`src/rtl/dma_steal_pkg.sv`:
```
package dma_steal_pkg;

    typedef enum logic [2:0] {
        ST_IDLE,
        ST_ARB,
        ST_RD,
        ST_WR,
        ST_STEP
    } seq_state_t;

    // register selects
    localparam logic [2:0] RA_SRC = 3'd0;
    localparam logic [2:0] RA_DST = 3'd1;
    localparam logic [2:0] RA_CNT = 3'd2;
    localparam logic [2:0] RA_CTL = 3'd3;
    localparam logic [2:0] RA_OP  = 3'd4;

    // control word fields
    localparam int CF_EN      = 0;
    localparam int CF_END_IE  = 1;
    localparam int CF_TE      = 2;
    localparam int CF_BURST   = 3;
    localparam int CF_SIZE    = 4;
    localparam int CF_SMODE   = 6;
    localparam int CF_DMODE   = 8;
    localparam int CF_RSEL    = 10;
    localparam int CF_SENSE   = 14;
    localparam int CF_ACK_POL = 16;
    localparam int CF_END_POL = 17;
    localparam int CF_HALF_IE = 18;
    localparam int CF_HE      = 19;

    // operation word fields
    localparam int OF_GEN = 0;
    localparam int OF_AE  = 1;

    localparam logic [3:0] RSEL_AUTO = 4'b0100;
    localparam logic [1:0] SZ_16     = 2'b11;

    function automatic logic [2:0] beat_bytes(input logic [1:0] sz);
        case (sz)
            2'b00:   beat_bytes = 3'd1;
            2'b01:   beat_bytes = 3'd2;
            default: beat_bytes = 3'd4;
        endcase
    endfunction

    function automatic logic [3:0] unit_mask(input logic [1:0] sz);
        case (sz)
            2'b00:   unit_mask = 4'h0;
            2'b01:   unit_mask = 4'h1;
            2'b10:   unit_mask = 4'h3;
            default: unit_mask = 4'hF;
        endcase
    endfunction

endpackage

```
`src/rtl/dma_req_sense.sv`:
```
module dma_req_sense (
    input  logic       clk,
    input  logic       rst_n,
    input  logic       dreq,
    input  logic [1:0] sense,
    input  logic       accept,
    output logic       ext_req
);
    logic dreq_q;
    logic pend;
    logic edge_mode;
    logic hit;

    assign edge_mode = sense[1];
    assign hit       = sense[0] ? (dreq_q & ~dreq) : (~dreq_q & dreq);

    always_ff @(posedge clk or negedge rst_n) begin
        if (!rst_n) begin
            dreq_q <= 1'b0;
            pend   <= 1'b0;
        end else begin
            dreq_q <= dreq;
            if (!edge_mode)
                pend <= 1'b0;
            else if (hit)
                pend <= 1'b1;
            else if (accept)
                pend <= 1'b0;
        end
    end

    assign ext_req = edge_mode ? pend : (sense[0] ? dreq : ~dreq);
endmodule

```
`src/rtl/dma_regfile.sv`:
```
module dma_regfile
    import dma_steal_pkg::*;
#(
    parameter int ADDR_W = 32,
    parameter int CNT_W  = 24
) (
    input  logic              clk,
    input  logic              rst_n,
    input  logic              reg_we,
    input  logic [2:0]        reg_addr,
    input  logic [31:0]       reg_wdata,
    output logic [31:0]       reg_rdata,
    input  logic              beat_adv,
    input  logic              unit_done,
    input  logic              ae_set,
    output logic [ADDR_W-1:0] src_q,
    output logic [ADDR_W-1:0] dst_q,
    output logic [CNT_W-1:0]  cnt_q,
    output logic [31:0]       ctl_q,
    output logic              gen_en,
    output logic              ae_flag
);
    localparam logic [CNT_W-1:0] HALF_FULL = {1'b1, {(CNT_W-1){1'b0}}};

    logic [CNT_W-1:0]  half_mark;
    logic [CNT_W-1:0]  cnt_next;
    logic [CNT_W-1:0]  cnt_wval;
    logic [ADDR_W-1:0] src_step;
    logic [ADDR_W-1:0] dst_step;
    logic wr_src, wr_dst, wr_cnt, wr_ctl, wr_op;

    function automatic logic [ADDR_W-1:0] delta(input logic [1:0] mode, input logic [1:0] sz);
        logic [ADDR_W-1:0] st;
        st = ADDR_W'(beat_bytes(sz));
        case (mode)
            2'b01:   delta = st;
            2'b10:   delta = -st;
            default: delta = '0;
        endcase
    endfunction

    assign src_step = delta(ctl_q[CF_SMODE+:2], ctl_q[CF_SIZE+:2]);
    assign dst_step = delta(ctl_q[CF_DMODE+:2], ctl_q[CF_SIZE+:2]);
    assign cnt_next = cnt_q - CNT_W'(1);
    assign cnt_wval = CNT_W'(reg_wdata);
    assign wr_src   = reg_we && (reg_addr == RA_SRC);
    assign wr_dst   = reg_we && (reg_addr == RA_DST);
    assign wr_cnt   = reg_we && (reg_addr == RA_CNT);
    assign wr_ctl   = reg_we && (reg_addr == RA_CTL);
    assign wr_op    = reg_we && (reg_addr == RA_OP);

    always_ff @(posedge clk or negedge rst_n) begin
        if (!rst_n) begin
            src_q     <= '0;
            dst_q     <= '0;
            cnt_q     <= '0;
            half_mark <= '0;
            ctl_q     <= '0;
            gen_en    <= 1'b0;
            ae_flag   <= 1'b0;
        end else begin
            if (beat_adv) begin
                src_q <= src_q + src_step;
                dst_q <= dst_q + dst_step;
            end
            if (wr_src) src_q <= ADDR_W'(reg_wdata);
            if (wr_dst) dst_q <= ADDR_W'(reg_wdata);
            if (unit_done) cnt_q <= cnt_next;
            if (wr_cnt) begin
                cnt_q     <= cnt_wval;
                half_mark <= (cnt_wval == '0) ? HALF_FULL : (cnt_wval >> 1);
            end
            if (wr_ctl) begin
                ctl_q        <= reg_wdata;
                ctl_q[CF_TE] <= ctl_q[CF_TE] & reg_wdata[CF_TE];
                ctl_q[CF_HE] <= ctl_q[CF_HE] & reg_wdata[CF_HE];
            end
            if (unit_done && (cnt_q == CNT_W'(1))) ctl_q[CF_TE] <= 1'b1;
            if (unit_done && (cnt_next == half_mark)) ctl_q[CF_HE] <= 1'b1;
            if (wr_op) begin
                gen_en  <= reg_wdata[OF_GEN];
                ae_flag <= ae_flag & reg_wdata[OF_AE];
            end
            if (ae_set) ae_flag <= 1'b1;
        end
    end

    always_comb begin
        case (reg_addr)
            RA_SRC:  reg_rdata = 32'(src_q);
            RA_DST:  reg_rdata = 32'(dst_q);
            RA_CNT:  reg_rdata = 32'(cnt_q);
            RA_CTL:  reg_rdata = ctl_q;
            RA_OP:   reg_rdata = {30'd0, ae_flag, gen_en};
            default: reg_rdata = '0;
        endcase
    end
endmodule

```
`src/rtl/dma_seq.sv`:
```
module dma_seq
    import dma_steal_pkg::*;
(
    input  logic        clk,
    input  logic        rst_n,
    input  logic        run_ok,
    input  logic        req_ok,
    input  logic        cont_ok,
    input  logic        burst,
    input  logic [1:0]  size,
    input  logic        misaligned,
    input  logic        cnt_last,
    input  logic        bus_gnt,
    input  logic        mem_ready,
    input  logic [31:0] mem_rdata,
    output seq_state_t  state,
    output logic        accept,
    output logic        ae_set,
    output logic        beat_adv,
    output logic        unit_done,
    output logic        bus_req,
    output logic        mem_valid,
    output logic        mem_write,
    output logic        last_wr,
    output logic [31:0] data_q
);
    seq_state_t nxt;
    logic [1:0] beat_q;
    logic       more_beats;

    assign more_beats = (size == SZ_16) && (beat_q != 2'd3);

    always_ff @(posedge clk or negedge rst_n) begin
        if (!rst_n) begin
            state  <= ST_IDLE;
            beat_q <= '0;
            data_q <= '0;
        end else begin
            state <= nxt;
            if (state == ST_RD && mem_ready) data_q <= mem_rdata;
            if (state == ST_WR && mem_ready) beat_q <= more_beats ? beat_q + 2'd1 : 2'd0;
        end
    end

    always_comb begin
        nxt       = state;
        accept    = 1'b0;
        ae_set    = 1'b0;
        beat_adv  = 1'b0;
        unit_done = 1'b0;
        unique case (state)
            ST_IDLE: if (run_ok && req_ok) begin
                if (misaligned) ae_set = 1'b1;
                else begin
                    accept = 1'b1;
                    nxt    = ST_ARB;
                end
            end
            ST_ARB: if (bus_gnt) nxt = ST_RD;
            ST_RD:  if (mem_ready) nxt = ST_WR;
            ST_WR: if (mem_ready) begin
                beat_adv = 1'b1;
                nxt      = more_beats ? ST_RD : ST_STEP;
            end
            ST_STEP: begin
                unit_done = 1'b1;
                if (cnt_last) nxt = ST_IDLE;
                else if (burst && run_ok && cont_ok) nxt = ST_RD;
                else nxt = ST_IDLE;
            end
            default: nxt = ST_IDLE;
        endcase
    end

    always_comb begin
        bus_req   = (state != ST_IDLE);
        mem_valid = (state == ST_RD) || (state == ST_WR);
        mem_write = (state == ST_WR);
        last_wr   = (state == ST_WR) && cnt_last && !more_beats;
    end
endmodule

```
`src/rtl/dma_steal_chan.sv`:
```
module dma_steal_chan
    import dma_steal_pkg::*;
#(
    parameter int CNT_W = 24
) (
    input  logic        clk,
    input  logic        rst_n,
    input  logic        reg_we,
    input  logic [2:0]  reg_addr,
    input  logic [31:0] reg_wdata,
    output logic [31:0] reg_rdata,
    input  logic        dreq,
    output logic        bus_req,
    input  logic        bus_gnt,
    output logic        mem_valid,
    output logic        mem_write,
    output logic [31:0] mem_addr,
    output logic [1:0]  mem_size,
    output logic [31:0] mem_wdata,
    input  logic [31:0] mem_rdata,
    input  logic        mem_ready,
    output logic        dack,
    output logic        tend,
    output logic        irq_half,
    output logic        irq_end
);
    logic [31:0]      src_q, dst_q, ctl_q;
    logic [CNT_W-1:0] cnt_q;
    logic             gen_en, ae_flag, te_flag, burst_md;
    logic             beat_adv, unit_done, ae_set, accept, last_wr;
    logic             ext_req, auto_sel, run_ok, req_ok, cont_ok;
    logic             misaligned, cnt_last, cnt_sw_wr;
    logic [1:0]       size;
    seq_state_t       seq_st;

    dma_regfile #(.ADDR_W(32), .CNT_W(CNT_W)) u_regs (
        .clk(clk), .rst_n(rst_n), .reg_we(reg_we), .reg_addr(reg_addr),
        .reg_wdata(reg_wdata), .reg_rdata(reg_rdata), .beat_adv(beat_adv),
        .unit_done(unit_done), .ae_set(ae_set), .src_q(src_q), .dst_q(dst_q),
        .cnt_q(cnt_q), .ctl_q(ctl_q), .gen_en(gen_en), .ae_flag(ae_flag)
    );

    dma_req_sense u_sense (
        .clk(clk), .rst_n(rst_n), .dreq(dreq), .sense(ctl_q[CF_SENSE+:2]),
        .accept(accept), .ext_req(ext_req)
    );

    assign size       = ctl_q[CF_SIZE+:2];
    assign te_flag    = ctl_q[CF_TE];
    assign burst_md   = ctl_q[CF_BURST];
    assign auto_sel   = (ctl_q[CF_RSEL+:4] == RSEL_AUTO);
    assign run_ok     = ctl_q[CF_EN] && gen_en && !te_flag && !ae_flag;
    assign req_ok     = auto_sel || ext_req;
    assign cont_ok    = auto_sel || ctl_q[CF_SENSE+1] || ext_req;
    assign misaligned = |((src_q[3:0] | dst_q[3:0]) & unit_mask(size));
    assign cnt_last   = (cnt_q == CNT_W'(1));
    assign cnt_sw_wr  = reg_we && (reg_addr == RA_CNT);

    dma_seq u_seq (
        .clk(clk), .rst_n(rst_n), .run_ok(run_ok), .req_ok(req_ok),
        .cont_ok(cont_ok), .burst(burst_md), .size(size),
        .misaligned(misaligned), .cnt_last(cnt_last), .bus_gnt(bus_gnt),
        .mem_ready(mem_ready), .mem_rdata(mem_rdata), .state(seq_st),
        .accept(accept), .ae_set(ae_set), .beat_adv(beat_adv),
        .unit_done(unit_done), .bus_req(bus_req), .mem_valid(mem_valid),
        .mem_write(mem_write), .last_wr(last_wr), .data_q(mem_wdata)
    );

    assign mem_addr = mem_write ? dst_q : src_q;
    assign mem_size = (size == SZ_16) ? 2'b10 : size;
    assign dack     = mem_valid ? ctl_q[CF_ACK_POL] : ~ctl_q[CF_ACK_POL];
    assign tend     = last_wr ? ctl_q[CF_END_POL] : ~ctl_q[CF_END_POL];
    assign irq_half = ctl_q[CF_HE] && ctl_q[CF_HALF_IE];
    assign irq_end  = te_flag && ctl_q[CF_END_IE];
endmodule

```
`config.mk`:
```
export PLATFORM = sky130hd
export DESIGN_NAME = dma_steal_chan
export DESIGN_NICKNAME = d
export VERILOG_FILES = /design/src/rtl/dma_steal_pkg.sv /design/src/rtl/dma_req_sense.sv /design/src/rtl/dma_regfile.sv /design/src/rtl/dma_seq.sv /design/src/rtl/dma_steal_chan.sv
export SDC_FILE = /design/constraint.sdc
export NUM_CORES = 1
export LEC_CHECK = 0
export CAP_MARGIN = 20
export CORE_ASPECT_RATIO = 0.75
export CORE_MARGIN = 10
export CORE_UTILIZATION = 49
export DETAILED_ROUTE_END_ITERATION = 7
export PLACE_DENSITY = 0.72
export SYNTH_ARGS = -nofsm -noshare
export SYNTH_HDL_FRONTEND = slang
export SYNTH_HIERARCHICAL = 1
export SYNTH_SLANG_ARGS = --single-unit
```
`constraint.sdc`:
```
create_clock -name clk -period 4.02 [get_ports clk]
set_input_delay 0.402 -clock clk [delete_from_list [all_inputs] [get_ports clk]]
set_output_delay 0.402 -clock clk [all_outputs]
set_load 0.03 [all_outputs]
```
Word level (Yosys, flattened, before mapping)
Cells that the tools add are included.
W data, S select, Z words.
{ "op_classes": {"reduce_logical": 40, "n_eq_ne": 25, "bitwise_logic": 11, "mux": 46, "add_sub_neg": 5} }
{ "ops": {"columns": ["op", "n"], "rows": [
  ["$mux W32", 5],
  ["$pmux W32 S5", 1],
  ["$pmux W32 S2", 2],
  ["$mux W24", 3],
  ["$add A32 B32 Y32", 2],
  ["$neg A3 Y32", 1],
  ["$eq A24 B1 Y1 const B", 1],
  ["$eq A24 B24 Y1", 1],
  ["$logic_not A24 Y1", 1],
  ["$sub A24 B1 Y24 const B", 1],
  ["$mux W1", 21],
  ["$mux W3", 7],
  ["$logic_and A1 B1 Y1", 20],
  ["$mux W20", 1],
  ["$pmux W3 S5", 1],
  ["$eq A3 B2 Y1 const B", 4],
  ["$pmux W4 S3", 1],
  ["$reduce_bool A2 Y1", 6],
  ["$eq A2 B2 Y1 const B", 4],
  ["$ne A2 B2 Y1 const B", 4],
  ["$eq A2 B1 Y1 const B", 3],
  ["$eq A3 B1 Y1 const B", 2],
  ["$eq A3 B3 Y1 const B", 2],
  ["$logic_not A3 Y1", 2],
  ["other kinds (16)", 31]
]} }
{ "totals": {"in_bits": 73, "wordCells": 141, "ff_bits": 185, "out_inout_bits": 105} }

Longest topological paths before layout
{ "depth": {"word_depth": 10, "depth_mapped": 15, "depth_no_buf": 15} }

Cells and area by module
The synthesis kept the hierarchy.
{ "by_module_without_submodules": {"columns": ["module", "cells_each", "seq_area_each_um2", "n_inst", "area_per_inst_um2"], "rows": [
  ["dma_regfile", 1318, 3653.5, 1, 11129.4],
  ["dma_seq", 105, 925.9, 1, 1682.9],
  ["dma_steal_chan", 59, 0.0, 1, 541.8],
  ["dma_req_sense", 8, 50.0, 1, 100.1]
]} }

Worst setup path before layout
Ideal clock, no wire load.
{ "synth_timing": {"kind": "register to register", "from": "register u_regs.ctl_q[8]", "to": "register u_regs.dst_q[28]", "required_time_ps": 3925, "t_arrival_ps": 3392, "stages_incl_launch_ff": 14, "setup_time_ps": 95, "slack_ps": 533, "period_less_slack_ps": 3487, "n_path_buf": 1, "path_cell_list": "dfrtp_1 > inv_1 > ha_1 > ha_1 > clkbuf_1 > a211oi_1 > o21bai_1 > o21ai_0 > o221ai_1 > a21oi_1 > o41ai_1 > a31oi_1 > xor2_1 > o31ai_1"} }
{ "synth_between": {"elab_chain_cells": 5, "elab_cells_between_ends": 6, "classes_between": "add/sub: 1; eq/ne: 2; mux: 3"} }
{ "synth_rtl": {"columns": ["item", "line_no", "source"], "rows": [
  ["from (decl)", "dma_regfile.sv:19", "output logic [31:0] ctl_q,"],
  ["from (signal assigned)", "dma_regfile.sv:74", "ctl_q <= reg_wdata;"],
  ["from (signal, indexed assignment)", "dma_regfile.sv:75", "ctl_q[CF_TE] <= ctl_q[CF_TE] & reg_wdata[CF_TE];"],
  ["from (signal, indexed assignment)", "dma_regfile.sv:76", "ctl_q[CF_HE] <= ctl_q[CF_HE] & reg_wdata[CF_HE];"],
  ["$eq A2 B2 Y1 or $eq A2 B1 Y1 (tied branches)", "dma_regfile.sv:35", "case (mode)"],
  ["$pmux W32 S2 (*)", "dma_regfile.sv:35", null],
  ["$add A32 B32 Y32 (*)", "dma_regfile.sv:64", "dst_q <= dst_q + dst_step;"],
  ["$mux W32 (*)", "dma_regfile.sv:62", "if (beat_adv) begin"],
  ["$mux W32 (*)", "dma_regfile.sv:67", "if (wr_dst) dst_q <= ADDR_W'(reg_wdata);"],
  ["to (signal assigned)", "dma_regfile.sv:64", null],
  ["to (signal assigned)", "dma_regfile.sv:67", null],
  ["to (decl)", "dma_regfile.sv:17", "output logic [ADDR_W-1:0] dst_q,"]
]} }
Mark *: on every way between the ends. The rest lies on a longest branch, timed or not. The select of a mux whose other input is x is not followed.
A chain may end at the register's enable or synchronous reset.

Worst setup path after layout
Ends and elaborated chain as after synthesis.

==> impl_metrics.xml <==
<?xml version="1.0" encoding="UTF-8"?>
<metrics>
  <group name="setup_path">
    <metric name="worstPathMaxFanout" unit="">4</metric>
    <metric name="r2r-end" unit="">u_regs/dst_q[28]$_DFFE_PN0P_</metric>
    <metric name="crit_arrival" unit="ns">4.17</metric>
    <metric name="cp-end-kind" unit="">register</metric>
    <metric name="worst_ep_required_time" unit="ns">4.38</metric>
    <metric name="critical_path.reg2reg.startpoint" unit="">u_regs/ctl_q[8]$_DFFE_PN0P_</metric>
    <metric name="worstRegToRegCells" unit="">14</metric>
    <metric name="setup.reg_to_reg.worst_slack" unit="ns">0.21</metric>
    <metric name="criticalPathCategory" unit="">register to register</metric>
    <metric name="cp-start-kind" unit="">register</metric>
  </group>
  <group name="placed_design">
    <metric name="place_congestion" unit="">0.960</metric>
    <metric name="port_buffers" unit="">177</metric>
    <metric name="hpwlAfterDp" unit="um">34900</metric>
  </group>
  <group name="final_layout">
    <metric name="area_taken_by_multi_input_logic_gates" unit="mm2">0.00832</metric>
    <metric name="final_layout_size_suffix_gt1_share" unit="%">12.9</metric>
    <metric name="fin_nets" unit="">1773</metric>
    <metric name="register_cell_area_after_layout" unit="mm2">0.00463</metric>
    <metric name="synthToLayoutAreaGrowth" unit="%">21.3</metric>
    <metric name="num-fill-cells" unit="">2321</metric>
  </group>
  <group name="global_route">
    <metric name="grt_pass1_wl" unit="um">71400</metric>
    <metric name="gr-usage-all-layers" unit="%">26.6</metric>
    <metric name="first_global_vias" unit="">11800</metric>
    <metric name="grt_antenna_before_repair" unit="">1</metric>
    <metric name="grt_max_degree" unit="">112</metric>
    <metric name="grt_overflow" unit="">0</metric>
  </group>
  <group name="yosys">
    <metric name="synth_cell_type_count" unit="">84</metric>
    <metric name="synth_compound_area_share" unit="%">19.0</metric>
    <metric name="syn_nets" unit="">1636</metric>
    <metric name="xor_xnor_share_of_the_synthesized_area" unit="%">7.29</metric>
    <metric name="post_synth_fa_ha_maj_area_fraction" unit="%">6.90</metric>
    <metric name="ys.warnings.count" unit="">6</metric>
    <metric name="synth_flop_cell" unit="">dfrtp_1</metric>
    <metric name="post_synth_inst_count" unit="">1490</metric>
    <metric name="number_of_enable_type_register_cells_in_the_synthesized_netlist" unit="">0</metric>
    <metric name="seq_area_frac_synth" unit="%">34.4</metric>
    <metric name="ys_ff_latch" unit="">185</metric>
    <metric name="synth_area_per_cell" unit="um2">9.03</metric>
    <metric name="combinational_family_with_the_most_area_after_synthesis" unit="">compound AO/OA/AOI/OAI gates</metric>
    <metric name="synthMuxAreaShare" unit="%">11.6</metric>
    <metric name="async_set_reset_flop_share_out_of_synthesis" unit="%">100</metric>
    <metric name="syn-cell-area" unit="mm2">0.0135</metric>
    <metric name="yosys.area_share.simple" unit="%">16.9</metric>
  </group>
  <group name="power_and_ir_drop">
    <metric name="total_leakage_power" unit="nW">6.90</metric>
    <metric name="powerDensity" unit="mW/mm2">807</metric>
    <metric name="report.power.total" unit="mW">13.2</metric>
    <metric name="power.ir.vdd_worst" unit="uV">577</metric>
  </group>
  <group name="timing">
    <metric name="worstMarginPinSlew" unit="ns">1.04</metric>
    <metric name="period_minus_slack" unit="ns">3.81</metric>
    <metric name="max-slew-margin-rel" unit="%">30.6</metric>
    <metric name="clock_tree_skew_after_final_layout" unit="ns">0.0139</metric>
    <metric name="final_hold_viol_count" unit="">0</metric>
    <metric name="max_freq" unit="MHz">262</metric>
    <metric name="finalSetupViolations" unit="">0</metric>
    <metric name="finalSetupTns" unit="ns">0</metric>
    <metric name="fraction_of_the_cycle_the_final_worst_path_needs" unit="%">94.9</metric>
    <metric name="grt_setup_unrepaired" unit="">false</metric>
    <metric name="count_of_final_max_slew_check_failures" unit="">0</metric>
  </group>
  <group name="clock_tree">
    <metric name="cts.clk_slew.worst_paths" unit="ns">0.08</metric>
    <metric name="clock_tree_buf_depth" unit="">2</metric>
    <metric name="clock-root-buffer" unit="">clkbuf_16</metric>
    <metric name="clock_tree.htree_level_count" unit="">4</metric>
    <metric name="post_cts_resize_count" unit="">0</metric>
    <metric name="cts_tree" unit="">yes</metric>
    <metric name="post_cts_hold_buffer_count" unit="">0</metric>
    <metric name="post-cts-setup-buffers" unit="">0</metric>
    <metric name="clk_latency" unit="ns">0.45</metric>
    <metric name="numCtsBuffers" unit="">17</metric>
    <metric name="cts_sinks" unit="">185</metric>
  </group>
  <group name="floorplan">
    <metric name="io_pins" unit="">178</metric>
    <metric name="die_footprint" unit="mm2">0.0346</metric>
    <metric name="floorplan.die.height" unit="um">164</metric>
    <metric name="die_width" unit="um">211</metric>
    <metric name="std_cell_rows" unit="">52</metric>
    <metric name="coreArea" unit="mm2">0.0270</metric>
    <metric name="initial_util" unit="%">49.8</metric>
  </group>
  <group name="drt">
    <metric name="detailedRoute.firstIterationViolations" unit="">1566</metric>
    <metric name="postRouteAntennaNets" unit="">0</metric>
    <metric name="detailedRoute.firstPassIterationCount" unit="">6</metric>
    <metric name="wl_per_cell" unit="um">23.4</metric>
    <metric name="route.top_layer_used" unit="">met5</metric>
    <metric name="route.layer.met1.wl" unit="um">20200</metric>
    <metric name="detailroute.via_count" unit="">12500</metric>
    <metric name="wirelength" unit="um">46600</metric>
    <metric name="met2RoutedLength" unit="um">20100</metric>
    <metric name="drc_errors" unit="">0</metric>
    <metric name="routed_via_density" unit="">6.29</metric>
    <metric name="detailroute.wirelength.met3" unit="um">5180</metric>
  </group>
  <group name="worst_hold_path">
    <metric name="hold_class" unit="">input pin to async pin</metric>
  </group>
  <group name="run_status">
    <metric name="outcome" unit="">complete, no violations</metric>
  </group>
  <group name="flow_run">
    <metric name="max-cap-violations" unit="">0</metric>
  </group>
</metrics>
worst max-delay path by stage:
stage / cells after the start / from / endpoint
2_1_floorplan: 13 / u_regs/ctl_q[8]$_DFFE_PN0P_ / u_regs/dst_q[28]$_DFFE_PN0P_
3_3_place_gp: 14 / u_regs/ctl_q[8]$_DFFE_PN0P_ / u_regs/dst_q[28]$_DFFE_PN0P_
3_5_place_dp: 14 / u_regs/ctl_q[8]$_DFFE_PN0P_ / u_regs/dst_q[28]$_DFFE_PN0P_
4_1_cts: 14 / u_regs/ctl_q[8]$_DFFE_PN0P_ / u_regs/dst_q[28]$_DFFE_PN0P_
5_1_grt: 14 / u_regs/ctl_q[8]$_DFFE_PN0P_ / u_regs/dst_q[29]$_DFFE_PN0P_
6_report: 14 / u_regs/ctl_q[8]$_DFFE_PN0P_ / u_regs/dst_q[28]$_DFFE_PN0P_
metal layers:
| metal | vias up | GRT usage (%) |
|---|---|---|
| met5 | - | 0 |
| met4 | 2 | 7.21 |
| met3 | 90 | 8.46 |
| met2 | 675 | 39.3 |
| met1 | 6071 | 36.8 |
| li1 | 5696 | - |
placed cells by master (no fill, tap or decap), drive strengths merged, types with 6 or more instances in the layout:
cell type      instances
a31oi                  7
nand2                181
ha                    71
xor2                  40
and3                  14
inv                   36
o21bai                11
mux2i                 35
mux2                  98
or3                   13
nor2                 105
o211ai                 9
o21ai                104
clkbuf                18
a211oi                14
a21oi                125
o21a                   6
a21o                  19
buf                   54
dfrtp                185
nand4                 16
xnor2                 72
nor4                  21
nand3                 35
a221o                 25
a22o                  24
clkdlybuf4s50        154
and2                  12
o31ai                  7
nor2b                 15
nor3                  31
stage by stage:
| stage | instance area [um2] | util [%] | cells | hold WS [ns] | worst slack [ns] |
|---|---|---|---|---|---|
| floorplan | 13500 | - | 1490 | 0.106 | 0.533 |
| global placement | 15700 | 58.1 | 1958 | 0.471 | 0.464 |
| detailed placement | 15700 | 58.1 | 1958 | 0.483 | 0.358 |
| CTS | 16300 | 60.4 | 1990 | 0.143 | 0.326 |
| global route | 16300 | 60.4 | 1991 | 0.136 | 0.0199 |
| finish | 16300 | 60.5 | 1992 | 0.0392 | 0.205 |
state kept, by name (all words and copies together), names as in the netlist:
| name | flops |
|---|---|
| u_regs/gen_en | 1 |
| u_regs/ctl_q | 32 |
| u_regs/cnt_q | 24 |
| u_seq/data_q | 32 |
| u_sense/dreq_q | 1 |
| u_seq/beat_q | 2 |
| u_seq/state | 3 |
| u_sense/pend | 1 |
| u_regs/src_q | 32 |
| u_regs/half_mark | 24 |
| u_regs/dst_q | 32 |
| u_regs/ae_flag | 1 |
layout make-up:
class                      count  area share (%)
sequential                   185            28.4
timing repair buffer         209            13.5
tap                          351            2.69
clock buffer                  17            2.61
multi-input combinational   1188            51.0
antenna                        1          0.0153
inverter                      26           0.598
clock inverter                15            1.22
power by group:
part | internal, mW | switching (mW) | total [mW]
clock | 0.961 | 0.868 | 1.83
sequential | 2.55 | 1.06 | 3.61
combinational | 3.44 | 4.30 | 7.74
worst max-delay path, stage by stage, from the launching register on:
cell and delay (ns):
dfrtp_1 0.41, inv_1 0.08, ha_1 0.33, nor4_1 0.26
ha_1 0.29, fa_1 0.27, a211oi_1 0.13, o21ai_1 0.27
a211oi_1 0.14, o221ai_1 0.30, a21oi_1 0.16, o41ai_1 0.58
a31oi_1 0.18, xor2_1 0.17, o31ai_1 0.18
synth_stat cells, drive strengths merged, types with 5 or more instances:
library cell	number	area share (%)
and3	14	0.65
a21oi	125	4.6
nand3	35	1.3
o21ai	104	3.9
ha	71	6.6
a211oi	14	0.78
clkbuf	71	2.0
and4	5	0.33
nor3	31	1.2
nand4	16	0.74
a22o	24	1.6
nor2	105	3.0
and2	12	0.57
o31ai	7	0.43
a31oi	7	0.33
a22oi	5	0.28
nor2b	15	0.75
a21o	19	1.1
o21bai	11	0.61
a221o	25	1.9
or3	13	0.65
xnor2	72	4.7
o21a	6	0.33
dfrtp	185	34
nand2	181	5.0
nor4	21	1.1
xor2	40	2.6
mux2	98	9.0
buf	20	1.2
mux2i	35	2.6
nand2b	5	0.29
inv	26	0.73
o211ai	9	0.54
kinds of logic after synthesis:
| kind of cell | Yosys count |
|---|---|
| buf+inv | 117 |
| xor+xnor | 112 |
| compound gates | 397 |
| flops | 185 |
| simple gates | 473 |
| fa+ha+maj | 73 |
| mux | 133 |
Power figures use the tool's default switching activity.
